File: config.mk
export PLATFORM = sky130hd
export DESIGN_NAME = xlat_walker
export DESIGN_NICKNAME = d
export VERILOG_FILES = /design/src/rtl/xlat_pkg.sv /design/src/rtl/xlat_l1_decode.sv /design/src/rtl/xlat_l2_decode.sv /design/src/rtl/xlat_walker.sv
export SDC_FILE = /design/constraint.sdc
export NUM_CORES = 1
export LEC_CHECK = 0
export BUFFER_PORTS_ARGS = -buffer_cell sky130_fd_sc_hd__buf_2
export CAP_MARGIN = 40
export CORE_ASPECT_RATIO = 1.2
export CORE_UTILIZATION = 55
export CTS_CLUSTER_DIAMETER = 80
export DETAILED_ROUTE_END_ITERATION = 8
export GPL_TIMING_DRIVEN = 0
export PLACE_DENSITY = 0.85
export RECOVER_POWER = 100
export SLEW_MARGIN = 20
export SYNTH_ARGS = -nofsm -noshare
export SYNTH_HDL_FRONTEND = slang
export SYNTH_SLANG_ARGS = --single-unit
File: constraint.sdc
create_clock -name clk -period 2.83 [get_ports clk]
set_input_delay 0.4245 -clock clk [delete_from_list [all_inputs] [get_ports clk]]
set_output_delay 0.4245 -clock clk [all_outputs]
set_load 0.01 [all_outputs]
File: src/rtl/xlat_pkg.sv
package xlat_pkg;

  localparam int AW        = 32;
  localparam int BASE_LSB  = 14;
  localparam int SUPER_BIT = 18;

  typedef enum logic [2:0] {
    SZ_NONE = 3'd0, SZ_16M = 3'd1, SZ_1M = 3'd2,
    SZ_64K  = 3'd3, SZ_4K  = 3'd4, SZ_1K = 3'd5
  } map_size_e;

  typedef enum logic [1:0] {
    D1_FAULT = 2'b00, D1_COARSE = 2'b01, D1_SECTION = 2'b10, D1_FINE = 2'b11
  } d1_kind_e;

  typedef enum logic [1:0] {
    D2_FAULT = 2'b00, D2_LARGE = 2'b01, D2_SMALL = 2'b10, D2_TINY = 2'b11
  } d2_kind_e;

  typedef enum logic [2:0] {
    ST_IDLE, ST_L1_REQ, ST_L1_RSP, ST_L2_REQ, ST_L2_RSP
  } walk_state_e;

  // word address of the first-level entry
  function automatic logic [AW-1:0] l1_fetch_addr(logic [AW-1:BASE_LSB] base,
                                                  logic [AW-1:0] va);
    return {base, va[31:20], 2'b00};
  endfunction

  // word address of the second-level entry; table flavour from the L1 type
  function automatic logic [AW-1:0] l2_fetch_addr(logic [AW-1:0] d1,
                                                  logic [AW-1:0] va);
    if (d1_kind_e'(d1[1:0]) == D1_FINE)
      return {d1[31:12], va[19:10], 2'b00};
    return {d1[31:10], va[19:12], 2'b00};
  endfunction

  // physical address from descriptor frame bits and page offset
  function automatic logic [AW-1:0] compose_pa(logic [AW-1:0] desc,
                                               logic [AW-1:0] va,
                                               map_size_e sz);
    case (sz)
      SZ_16M:  return {desc[31:24], va[23:0]};
      SZ_1M:   return {desc[31:20], va[19:0]};
      SZ_64K:  return {desc[31:16], va[15:0]};
      SZ_4K:   return {desc[31:12], va[11:0]};
      SZ_1K:   return {desc[31:10], va[9:0]};
      default: return '0;
    endcase
  endfunction

endpackage

File: src/rtl/xlat_l1_decode.sv
module xlat_l1_decode
  import xlat_pkg::*;
(
  input  logic [AW-1:0] desc,
  output logic          is_fault,
  output logic          is_table,
  output map_size_e     size,
  output logic [3:0]    dom,
  output logic [1:0]    perm
);
  d1_kind_e kind;

  always_comb begin
    kind     = d1_kind_e'(desc[1:0]);
    is_fault = (kind == D1_FAULT);
    is_table = (kind == D1_COARSE) || (kind == D1_FINE);
    if (kind == D1_SECTION)
      size = desc[SUPER_BIT] ? SZ_16M : SZ_1M;
    else
      size = SZ_NONE;
    dom  = desc[8:5];
    perm = desc[11:10];
  end
endmodule

File: src/rtl/xlat_l2_decode.sv
module xlat_l2_decode
  import xlat_pkg::*;
(
  input  logic [AW-1:0] desc,
  output logic          is_fault,
  output map_size_e     size,
  output logic [1:0]    perm
);
  d2_kind_e kind;

  always_comb begin
    kind     = d2_kind_e'(desc[1:0]);
    is_fault = (kind == D2_FAULT);
    case (kind)
      D2_LARGE: size = SZ_64K;
      D2_SMALL: size = SZ_4K;
      D2_TINY:  size = SZ_1K;
      default:  size = SZ_NONE;
    endcase
    perm = desc[5:4];
  end
endmodule

File: src/rtl/xlat_walker.sv
module xlat_walker
  import xlat_pkg::*;
(
  input  logic          clk,
  input  logic          rst_n,
  input  logic          req_valid,
  output logic          req_ready,
  input  logic [31:0]   req_vaddr,
  input  logic [17:0]   tbl_base,
  output logic          mem_req_valid,
  input  logic          mem_req_ready,
  output logic [31:0]   mem_req_addr,
  input  logic          mem_rsp_valid,
  input  logic [31:0]   mem_rsp_data,
  output logic          done,
  output logic          fault,
  output logic [1:0]    fault_level,
  output logic [31:0]   pa,
  output logic [2:0]    map_size,
  output logic [3:0]    domain,
  output logic [1:0]    ap
);

  walk_state_e         state_q, state_d;
  logic [AW-1:0]       va_q;
  logic [AW-1:BASE_LSB] base_q;
  logic [AW-1:0]       d1_q;

  logic                done_q, fault_q;
  logic [1:0]          lvl_q;
  logic [AW-1:0]       pa_q;
  map_size_e           size_q;
  logic [3:0]          dom_q;
  logic [1:0]          ap_q;

  // named events
  logic walk_start, mem_accept, l1_take, l2_take, l1_final, walk_end;

  // decoders look at the live response word
  logic      l1_fault, l1_table;
  map_size_e l1_size;
  logic [3:0] l1_dom;
  logic [1:0] l1_ap;
  logic      l2_fault;
  map_size_e l2_size;
  logic [1:0] l2_ap;

  xlat_l1_decode u_l1 (
    .desc(mem_rsp_data), .is_fault(l1_fault), .is_table(l1_table),
    .size(l1_size), .dom(l1_dom), .perm(l1_ap)
  );

  xlat_l2_decode u_l2 (
    .desc(mem_rsp_data), .is_fault(l2_fault), .size(l2_size), .perm(l2_ap)
  );

  assign req_ready     = (state_q == ST_IDLE);
  assign mem_req_valid = (state_q == ST_L1_REQ) || (state_q == ST_L2_REQ);
  assign mem_req_addr  = (state_q == ST_L2_REQ) ? l2_fetch_addr(d1_q, va_q)
                                                : l1_fetch_addr(base_q, va_q);

  assign walk_start = req_valid && req_ready;
  assign mem_accept = mem_req_valid && mem_req_ready;
  assign l1_take    = (state_q == ST_L1_RSP) && mem_rsp_valid;
  assign l2_take    = (state_q == ST_L2_RSP) && mem_rsp_valid;
  assign l1_final   = l1_take && !l1_table;
  assign walk_end   = l1_final || l2_take;

  always_comb begin
    state_d = state_q;
    case (state_q)
      ST_IDLE:   if (walk_start) state_d = ST_L1_REQ;
      ST_L1_REQ: if (mem_accept) state_d = ST_L1_RSP;
      ST_L1_RSP: if (l1_take)    state_d = l1_table ? ST_L2_REQ : ST_IDLE;
      ST_L2_REQ: if (mem_accept) state_d = ST_L2_RSP;
      ST_L2_RSP: if (l2_take)    state_d = ST_IDLE;
      default:                   state_d = ST_IDLE;
    endcase
  end

  always_ff @(posedge clk) begin
    if (!rst_n) begin
      state_q <= ST_IDLE;
      va_q    <= '0;
      base_q  <= '0;
      d1_q    <= '0;
      done_q  <= 1'b0;
      fault_q <= 1'b0;
      lvl_q   <= 2'd0;
      pa_q    <= '0;
      size_q  <= SZ_NONE;
      dom_q   <= '0;
      ap_q    <= '0;
    end else begin
      state_q <= state_d;
      done_q  <= walk_end;
      if (walk_start) begin
        va_q   <= req_vaddr;
        base_q <= tbl_base;
      end
      if (l1_take && l1_table)
        d1_q <= mem_rsp_data;
      if (l1_final) begin
        fault_q <= l1_fault;
        lvl_q   <= l1_fault ? 2'd1 : 2'd0;
        size_q  <= l1_size;
        pa_q    <= compose_pa(mem_rsp_data, va_q, l1_size);
        dom_q   <= l1_fault ? 4'd0 : l1_dom;
        ap_q    <= l1_fault ? 2'd0 : l1_ap;
      end
      if (l2_take) begin
        fault_q <= l2_fault;
        lvl_q   <= l2_fault ? 2'd2 : 2'd0;
        size_q  <= l2_size;
        pa_q    <= compose_pa(mem_rsp_data, va_q, l2_size);
        dom_q   <= d1_q[8:5];
        ap_q    <= l2_fault ? 2'd0 : l2_ap;
      end
    end
  end

  assign done        = done_q;
  assign fault       = fault_q;
  assign fault_level = lvl_q;
  assign pa          = pa_q;
  assign map_size    = size_q;
  assign domain      = dom_q;
  assign ap          = ap_q;

endmodule

==> results of run 1 <==
-- cell usage in the layout, fill, tap and decap left out, types with 2 or more instances in the layout --
master and n:
a211oi_1 2, a21oi_1 98, a221o_1 2, a221oi_1 4, a22o_1 20, a31oi_1 5
and2_1 5, and4bb_1 2, buf_2 95, buf_4 2, buf_6 3, bufinv_16 2
clkbuf_1 110, clkbuf_16 16, clkbuf_2 2, clkbuf_8 2, clkinv_2 6, clkinvlp_4 4
conb_1 2, dfxtp_1 126, mux2_1 21, mux2i_1 10, nand2_1 193, nand3_1 6
nand3b_1 4, nor2_1 14, nor2b_1 7, nor3_1 4, nor3b_1 8, o21ai_0 18
o21ai_1 13, o31ai_1 2, or2_1 2
-- logic make-up (layout without fill, tap and decap cells) --
kind of cell    Yosys count  count (layout)  share of synthesized area, %
compound gates          171             171                          19.3
buf+inv                  53             244                          4.94
flops                   126             126                          48.4
mux                      31              31                          6.45
other cells               1               2                        0.0719
simple gates            253             253                          20.9
-- cell type report --
cell class	count	area (µm²)	share of cell area, %
inverters	2	7.51	0.113
multi-input cells	457	2440	36.9
plain buffers	51	235	3.55
well taps	120	150	2.27
repair buffers	159	704	10.6
clock buffers	20	435	6.58
flip-flops and latches	126	2520	38.1
clock inverters	12	120	1.82
-- how the worst min path moves through the flow --
stage                            end          from  slack [ns]  depth (start not counted)
after floorplan             d1_q[12]      d1_q[12]        0.43                          2
after global placement    base_q[26]    base_q[26]        0.44                          2
after detailed placement  base_q[31]    base_q[31]        0.44                          2
after CTS                    va_q[8]  req_vaddr[8]        0.12                          3
after global routing         va_q[9]  req_vaddr[9]        0.11                          3
final                        va_q[8]  req_vaddr[8]        0.13                          3
-- metal layers --
| metal | routed length (µm) | vias up |
|---|---|---|
| met2 | 7720 | 265 |
| met4 | 450 | 0 |
| met5 | 0 | - |
| met1 | 6280 | 2451 |
| li1 | - | 2527 |
| met3 | 1250 | 34 |
-- registers in the layout, indices dropped and copies added (netlist names) --
signal / count
state_q: 3
ap: 2
d1_q: 28
base_q: 18
fault: 1
va_q: 32
pa: 32
domain: 4
done: 1
map_size: 3
fault_level: 2
-- cell usage after synthesis, drive strengths merged, types with 2 or more instances --
| master | n |
|---|---|
| a211oi | 2 |
| a21oi | 98 |
| a221o | 2 |
| a221oi | 4 |
| a22o | 20 |
| a31oi | 5 |
| and2 | 7 |
| and4bb | 2 |
| buf | 21 |
| clkbuf | 30 |
| dfxtp | 126 |
| inv | 2 |
| mux2 | 21 |
| mux2i | 10 |
| nand2 | 194 |
| nand3 | 6 |
| nand3b | 4 |
| nor2 | 14 |
| nor2b | 8 |
| nor3 | 4 |
| nor3b | 8 |
| o21ai | 31 |
| o31ai | 2 |
| or2 | 2 |
-- report_power, final --
part           leakage [µW]  switching [µW]  internal, µW
registers           0.00102            45.9          1840
clock network      0.000266             777          1260
logic               0.00139             260           155
-- critical path: stages, from the launching register on --
cell and delay (ns):
dfxtp_1 0.38, clkbuf_1 0.35, nand2_1 0.26, buf_2 0.28
mux2_1 0.35, clkbuf_2 0.14
-- through the flow --
stage | setup slack, ns | power [µW] | instances
finish | 0.119 | 4340 | 947
global route | 0.0411 | 4480 | 947
floorplan | 1.07 | 2150 | 636
global placement | 0.722 | 2320 | 915
detailed placement | 0.684 | 2340 | 915
CTS | 0.0978 | 4350 | 947
-- repair_timing --
action                                  4_1_cts  5_1_grt
gates resized for setup                       0        1
buffers inserted                              0        0
endpoints found under the setup margin        0       20
==> flow_metrics.tcl, run 1 <==
set metrics [dict create \
    gp_congestion 0.926 \
    ys_ff_latch 126 \
    ys_top_cells_by_area "dfxtp_1 (48%), nand2_1 (14%), a21oi_1 (9.4%), mux2_1 (4.5%), a22o_1 (3.4%)" \
    fillers 771 \
    yosysTopAreaCell "dfxtp_1" \
    worstPathArrival_ns 2.29 \
    setup.worst_path.end "mem_req_addr[30]" \
    cts_tree "done" \
    finalHoldViolCount 0 \
    finalCritPeriodShare_pct 95.8 \
    cts_hold_buf 0 \
    rrSetupSlack_ns 0.50 \
    ys_types 43 \
    syn_area_per_cell_um2 8.21 \
    num_io_pins 166 \
    place_hpwl_um 11200 \
    syn_area_um2 5220 \
    fin_area_um2 6620 \
    dieArea_um2 9880 \
    rsz0062_at_grt "false" \
    ys_seq_area_share_pct 48.4 \
    place_area_um2 6170 \
    worst_slew_pin_slew_ns 0.702 \
    wl_per_cell_um 16.6 \
    powerDensity_nw_per_um2 656 \
    drt-initial-drc-count 457 \
    first_pass_iters 8 \
    min_period_ns 2.71 \
    nets 901 \
    coreArea_um2 9130 \
    fin_worst_hold_slack_ns 0.130 \
    port_buffers 159 \
    grt_overflow_total 0 \
    endpoint_kind "primary output" \
    drcViolationCount 0 \
    grt_pass1_vias 4984 \
    rr_endpoint "d1_q[16]" \
    clkSinkCount 126 \
    grt_max_degree 17 \
    max_freq_ghz 0.369 \
    drv_cap 0 \
    power.leakage_uw 0.00268 \
    skew_ns 0.00692 \
    ir_drop_mv 0.585 \
    grt_antenna_before_repair 0 \
    syn2layout_area_growth_pct 26.9 \
    ant_nets 0 \
    finalWirelength_um 15700 \
    drv_slew 0 \
    cts_made_buffers 17 \
    worstSetupPathType "flop to primary output" \
    path_clk_slew_ns 0.06 \
    reg2reg_depth 7 \
    clock_latency_ns 0.53 \
    cts_max_path_buffers 2 \
    synth_enable_flop_cells 0 \
    final_core_util_pct 72.5 \
    core.rowCount 38 \
    ys.flop_type "dfxtp_1" \
    hold_class "input port to flop" \
    finalSetupViolCount 0 \
    vias 5277 \
    cp_max_fo 10 \
    grt_busiest_layer "met2" \
    status "complete, no violations" \
    antennaDiodeCount 0 \
    rr_startpoint "state_q[1]" \
    grt_use_met1_pct 39.2 \
    htreeDepth 4 \
    groute.usage.overall_pct 32.0 \
    start_util_pct 57.1 \
    critPathLaunch "state_q[0]" \
    drive_gt1_share_pct 16.6 \
    fp.dieW_um 90.9 \
    yosys_warnings 0 \
    synth_top_area_share_pct 48.4 \
    met2_usage_pct 54.0 \
    grt_pass1_wl_um 24100 \
    via_per_inst 5.57 \
    met3_usage_pct 7.32 \
    setup_tns_ns 0 \
    clockRootBuffer "clkbuf_8" \
    maxSlewHeadroom_pct 52.7 \
    syn_inst 635 \
    die_y_um 109 \
    synth-async-reset-ratio_pct 0 \
    startpoint_type "flop" \
    crit_required_ns 2.41 \
]
Note: power is estimated with default switching activity, not from simulation.
==> run 2: changes to the inputs <==
==> constraint.sdc (replaced) <==
create_clock -name clk -period 2.83 [get_ports clk]
set_input_delay 0.4245 -clock clk [delete_from_list [all_inputs] [get_ports clk]]
set_output_delay 0.4245 -clock clk [all_outputs]
set_load 0.05 [all_outputs]
==> flow_metrics.tcl, run 2 (synthesis results as in run 1) <==
set metrics [dict create \
    rsz0062_at_grt "true" \
    pwr-share-comb_pct 12.3 \
    rr_startpoint "state_q[2]" \
    cts_tree "done" \
    layout_common_cells "nand2_1 (193), buf_2 (171), dfxtp_1 (126)" \
    powerDensity_nw_per_um2 664 \
    worstPathArrival_ns 2.34 \
    grt_max_degree 17 \
    ir_drop_mv 0.588 \
    startpoint_type "flop" \
    hold_class "input port to flop" \
    cts_made_buffers 17 \
    skew_ns 0.00676 \
    fin_worst_hold_slack_ns 0.129 \
    min_period_ns 2.76 \
    num_io_pins 166 \
    grt_overflow_total 0 \
    holdCritStartpoint "req_vaddr[8]" \
    drive_gt1_share_pct 26.2 \
    core.rowCount 38 \
    place_area_um2 6170 \
    vias 5273 \
    endpoint_kind "primary output" \
    clock_latency_ns 0.53 \
    worstSetupPathType "flop to primary output" \
    cts_hold_buf 0 \
    via_per_inst 5.57 \
    syn2layout_area_growth_pct 29.0 \
    fp.dieW_um 90.9 \
    maxSlewHeadroom_pct 59.9 \
    die_y_um 109 \
    coreArea_um2 9130 \
    grt_antenna_before_repair 0 \
    nets 901 \
    power.leakage_uw 0.00301 \
    finalHoldViolCount 0 \
    antennaDiodeCount 0 \
    start_util_pct 57.1 \
    first_pass_iters 5 \
    max_freq_ghz 0.362 \
    fin_area_um2 6730 \
    drv_cap 0 \
    dp_cells 915 \
    finalSetupViolCount 0 \
    power_uw 4470 \
    grt_pass1_wl_um 24100 \
    status "complete, no violations" \
    clockRootBuffer "clkbuf_8" \
    port_buffers 159 \
    drt-initial-drc-count 447 \
    grt_pass1_vias 4984 \
    gp_congestion 0.926 \
    path_clk_slew_ns 0.06 \
    htreeDepth 4 \
    groute.usage.overall_pct 32.0 \
    critPathLaunch "state_q[1]" \
    wl_per_cell_um 16.5 \
    finalWirelength_um 15600 \
    dieArea_um2 9880 \
    place_hpwl_um 11200 \
    cts_max_path_buffers 2 \
    p_clk_share_pct 45.5 \
    drv_slew 0 \
    seq_power_share_pct 42.1 \
    netSwitchingPower_uw 1200 \
    p_int_uw 3270 \
    crit_required_ns 2.41 \
    fillers 730 \
    ant_nets 0 \
    finalNonFillerCells 947 \
    drcViolationCount 0 \
    layout_commonest_cell "nand2_1" \
    finalCritPeriodShare_pct 97.6 \
    swShare_pct 26.9 \
    worst_slew_pin_slew_ns 0.602 \
    clkSinkCount 126 \
    cp_max_fo 10 \
]
==> run 2: changes by cell type in the layout (fill, tap and decap cells not counted), sizes merged <==
cell and delta:
buf +78, clkbuf -78
==> run 2: metal layers <==
metal  track usage [%]  vias to the layer above  share of wire, %
met5                 0                        -                 0
met4              14.9                        0               3.1
met3              7.32                       41               7.9
met2              54.0                      285                49
met1              39.2                     2425                40
li1                  -                     2522                 -
==> run 2: through the flow <==
stage               utilization (%)  setup TNS, ns  setup slack (ns)
finish                         73.7              0            0.0674
floorplan                         -              0             0.402
detailed placement             67.5              0             0.612
global route                   73.7         -0.137           -0.0164
CTS                            73.6              0            0.0253
global placement               67.5              0             0.649
==> run 2: what timing repair did <==
item / 4_1_cts / 5_1_grt
resized for setup: 0 / 5
endpoints found under the hold margin: 0 / 0
buffers inserted: 0 / 0
endpoints found under the setup margin: 0 / 30
==> run 2: final timing paths <==
check,endpoint,slack [ns],cells after the start
worst max-delay path,mem_req_addr[30],0.07,6
worst min register to register,base_q[18],0.45,2
worst max register to register,pa[29],0.80,6
worst min-delay path,va_q[8],0.13,3
==> run 2: cell type report <==
cell class	count	area [µm²]	area share [%]
Tap cell	120	150	2.23
Multi-Input combinational cell	457	2440	36.3
Sequential cell	126	2520	37.5
Clock inverter	12	120	1.78
Timing Repair Buffer	159	798	11.9
Buffer	51	254	3.77
Inverter	2	7.51	0.112
Clock buffer	20	435	6.47
==> run 2: power by group through the flow <==
stage	clock network, µW	registers [µW]	logic [µW]
after floorplan	0	1920	351
after global placement	0	1910	531
after detailed placement	0	1920	544
after CTS	2050	1880	548
after global routing	2130	1890	593
final	2030	1880	551
==> run 2: worst max-delay path: stages, from the launching register on <==
cell and delay [ns]:
dfxtp_1 0.38, buf_2 0.22, nor2b_2 0.21, nand2_1 0.17, clkbuf_4 0.26, mux2_1 0.35, buf_2 0.22
==> run 3: changes to the inputs <==
--- a/config.mk
+++ b/config.mk
@@ -14,6 +14,7 @@
 export GPL_TIMING_DRIVEN = 0
 export PLACE_DENSITY = 0.85
 export RECOVER_POWER = 100
+export REMOVE_ABC_BUFFERS = 1
 export SLEW_MARGIN = 20
 export SYNTH_ARGS = -nofsm -noshare
 export SYNTH_HDL_FRONTEND = slang
==> flow_metrics.tcl, run 3 (synthesis results as in run 1) <==
set metrics [dict create \
    status "complete, no violations" \
    grt_antenna_before_repair 0 \
    die_y_um 109 \
    drv_slew 0 \
    vias 5134 \
    drt-initial-drc-count 361 \
    nets 859 \
    setup_ws_ns 0.129 \
    finalCritPeriodShare_pct 95.5 \
    worstPathArrival_ns 2.28 \
    core.rowCount 38 \
    setup_tns_ns 0 \
    grt_pass1_vias 4859 \
    dieArea_um2 9880 \
    path_clk_slew_ns 0.06 \
    dp_cells 872 \
    worstSetupPathType "flop to primary output" \
    cts_max_path_buffers 2 \
    crit_required_ns 2.41 \
    place_hpwl_um 9810 \
    antennaDiodeCount 0 \
    gp_congestion 0.861 \
    maxSlewHeadroom_pct 24.2 \
    grt_max_degree 57 \
    drive_gt1_share_pct 19.2 \
    hold_class "input port to flop" \
    clock_latency_ns 0.52 \
    via_per_inst 5.69 \
    endpoint_kind "primary output" \
    finalHoldViolCount 0 \
    fin_worst_hold_slack_ns 0.139 \
    num_io_pins 166 \
    cts_tree "done" \
    groute.usage.overall_pct 30.2 \
    min_period_ns 2.70 \
    rsz0062_at_grt "false" \
    cts_hold_buf 0 \
    grt_overflow_total 0 \
    start_util_pct 57.1 \
    wl_per_cell_um 15.9 \
    syn2layout_area_growth_pct 25.9 \
    drv_cap 0 \
    clkSinkCount 126 \
    ant_nets 0 \
    layout_commonest_cell "nand2_1" \
    grt_pass1_wl_um 23400 \
    fp.dieW_um 90.9 \
    cts_made_buffers 17 \
    port_buffers 160 \
    clockRootBuffer "clkbuf_8" \
    cp_max_fo 22 \
    finalSetupViolCount 0 \
    worst_slew_pin_slew_ns 1.13 \
    power.leakage_uw 0.00272 \
    drcViolationCount 0 \
    finalNonFillerCells 903 \
    power_uw 4520 \
    pre_cts_slack_ns 0.387 \
    skew_ns 0.00405 \
    finalWirelength_um 14300 \
    layout_common_cells "nand2_1 (191), dfxtp_1 (125), a21oi_1 (98)" \
    max_freq_ghz 0.370 \
    startpoint_type "flop" \
    powerDensity_nw_per_um2 689 \
    fillers 754 \
    ir_drop_mv 0.537 \
    htreeDepth 4 \
    first_pass_iters 5 \
    coreArea_um2 9130 \
]
## run 3: metal layers
layer  wire length [µm]  global-route usage (%)  up-vias
li1                   -                       -     2434
met1               5740                    35.4     2417
met2               7040                    51.8      246
met3               1170                    8.51       37
met4                385                    13.6        0
met5                  0                       0        -
## run 3: cell type report
cell class / count / area [µm²] / share of cell area (%)
Clock inverter: 7 / 113 / 1.71
Tap cell: 120 / 150 / 2.29
Inverter: 2 / 10.0 / 0.152
Clock buffer: 23 / 457 / 6.96
Sequential cell: 126 / 2520 / 38.4
Timing Repair Buffer: 168 / 858 / 13.1
Multi-Input combinational cell: 457 / 2450 / 37.4
## run 3: final timing paths
path / end / slack (ns) / cells past startpoint / startpoint
max: mem_req_addr[25] / 0.13 / 5 / state_q[2]
min: base_q[30] / 0.14 / 3 / tbl_base[16]
max reg2reg: pa[1] / 0.20 / 5 / state_q[2]
min reg2reg: d1_q[21] / 0.45 / 2 / d1_q[21]
## run 3: critical path: stages, from the launching register on
cell	delay [ns]
dfxtp_1	0.57
nor2b_2	0.13
nand2_4	0.25
buf_16	0.21
mux2_1	0.34
clkbuf_2	0.24
## run 3: through the flow
| step | cell area [µm²] | utilization (%) |
|---|---|---|
| 6_report | 6570 | 71.9 |
| 5_1_grt | 6570 | 71.9 |
| 4_1_cts | 6630 | 72.6 |
| 3_5_place_dp | 6050 | 66.3 |
| 3_3_place_gp | 5920 | 64.9 |
| 2_1_floorplan | 4970 | - |
## run 3: what timing repair did
| item | in CTS | in global routing |
|---|---|---|
| resized for setup | 2 | 1 |
| setup buffers | 0 | 0 |
| endpoints found under the setup margin | 18 | 18 |
## run 3: power by group
part / internal [µW] / total (µW) / leakage (µW) / switching [µW]
Combinational: 162 / 534 / 0.00142 / 371
Clock: 1370 / 2100 / 0.000278 / 730
Sequential: 1840 / 1890 / 0.00102 / 47.3
Total: 3370 / 4520 / 0.00272 / 1150
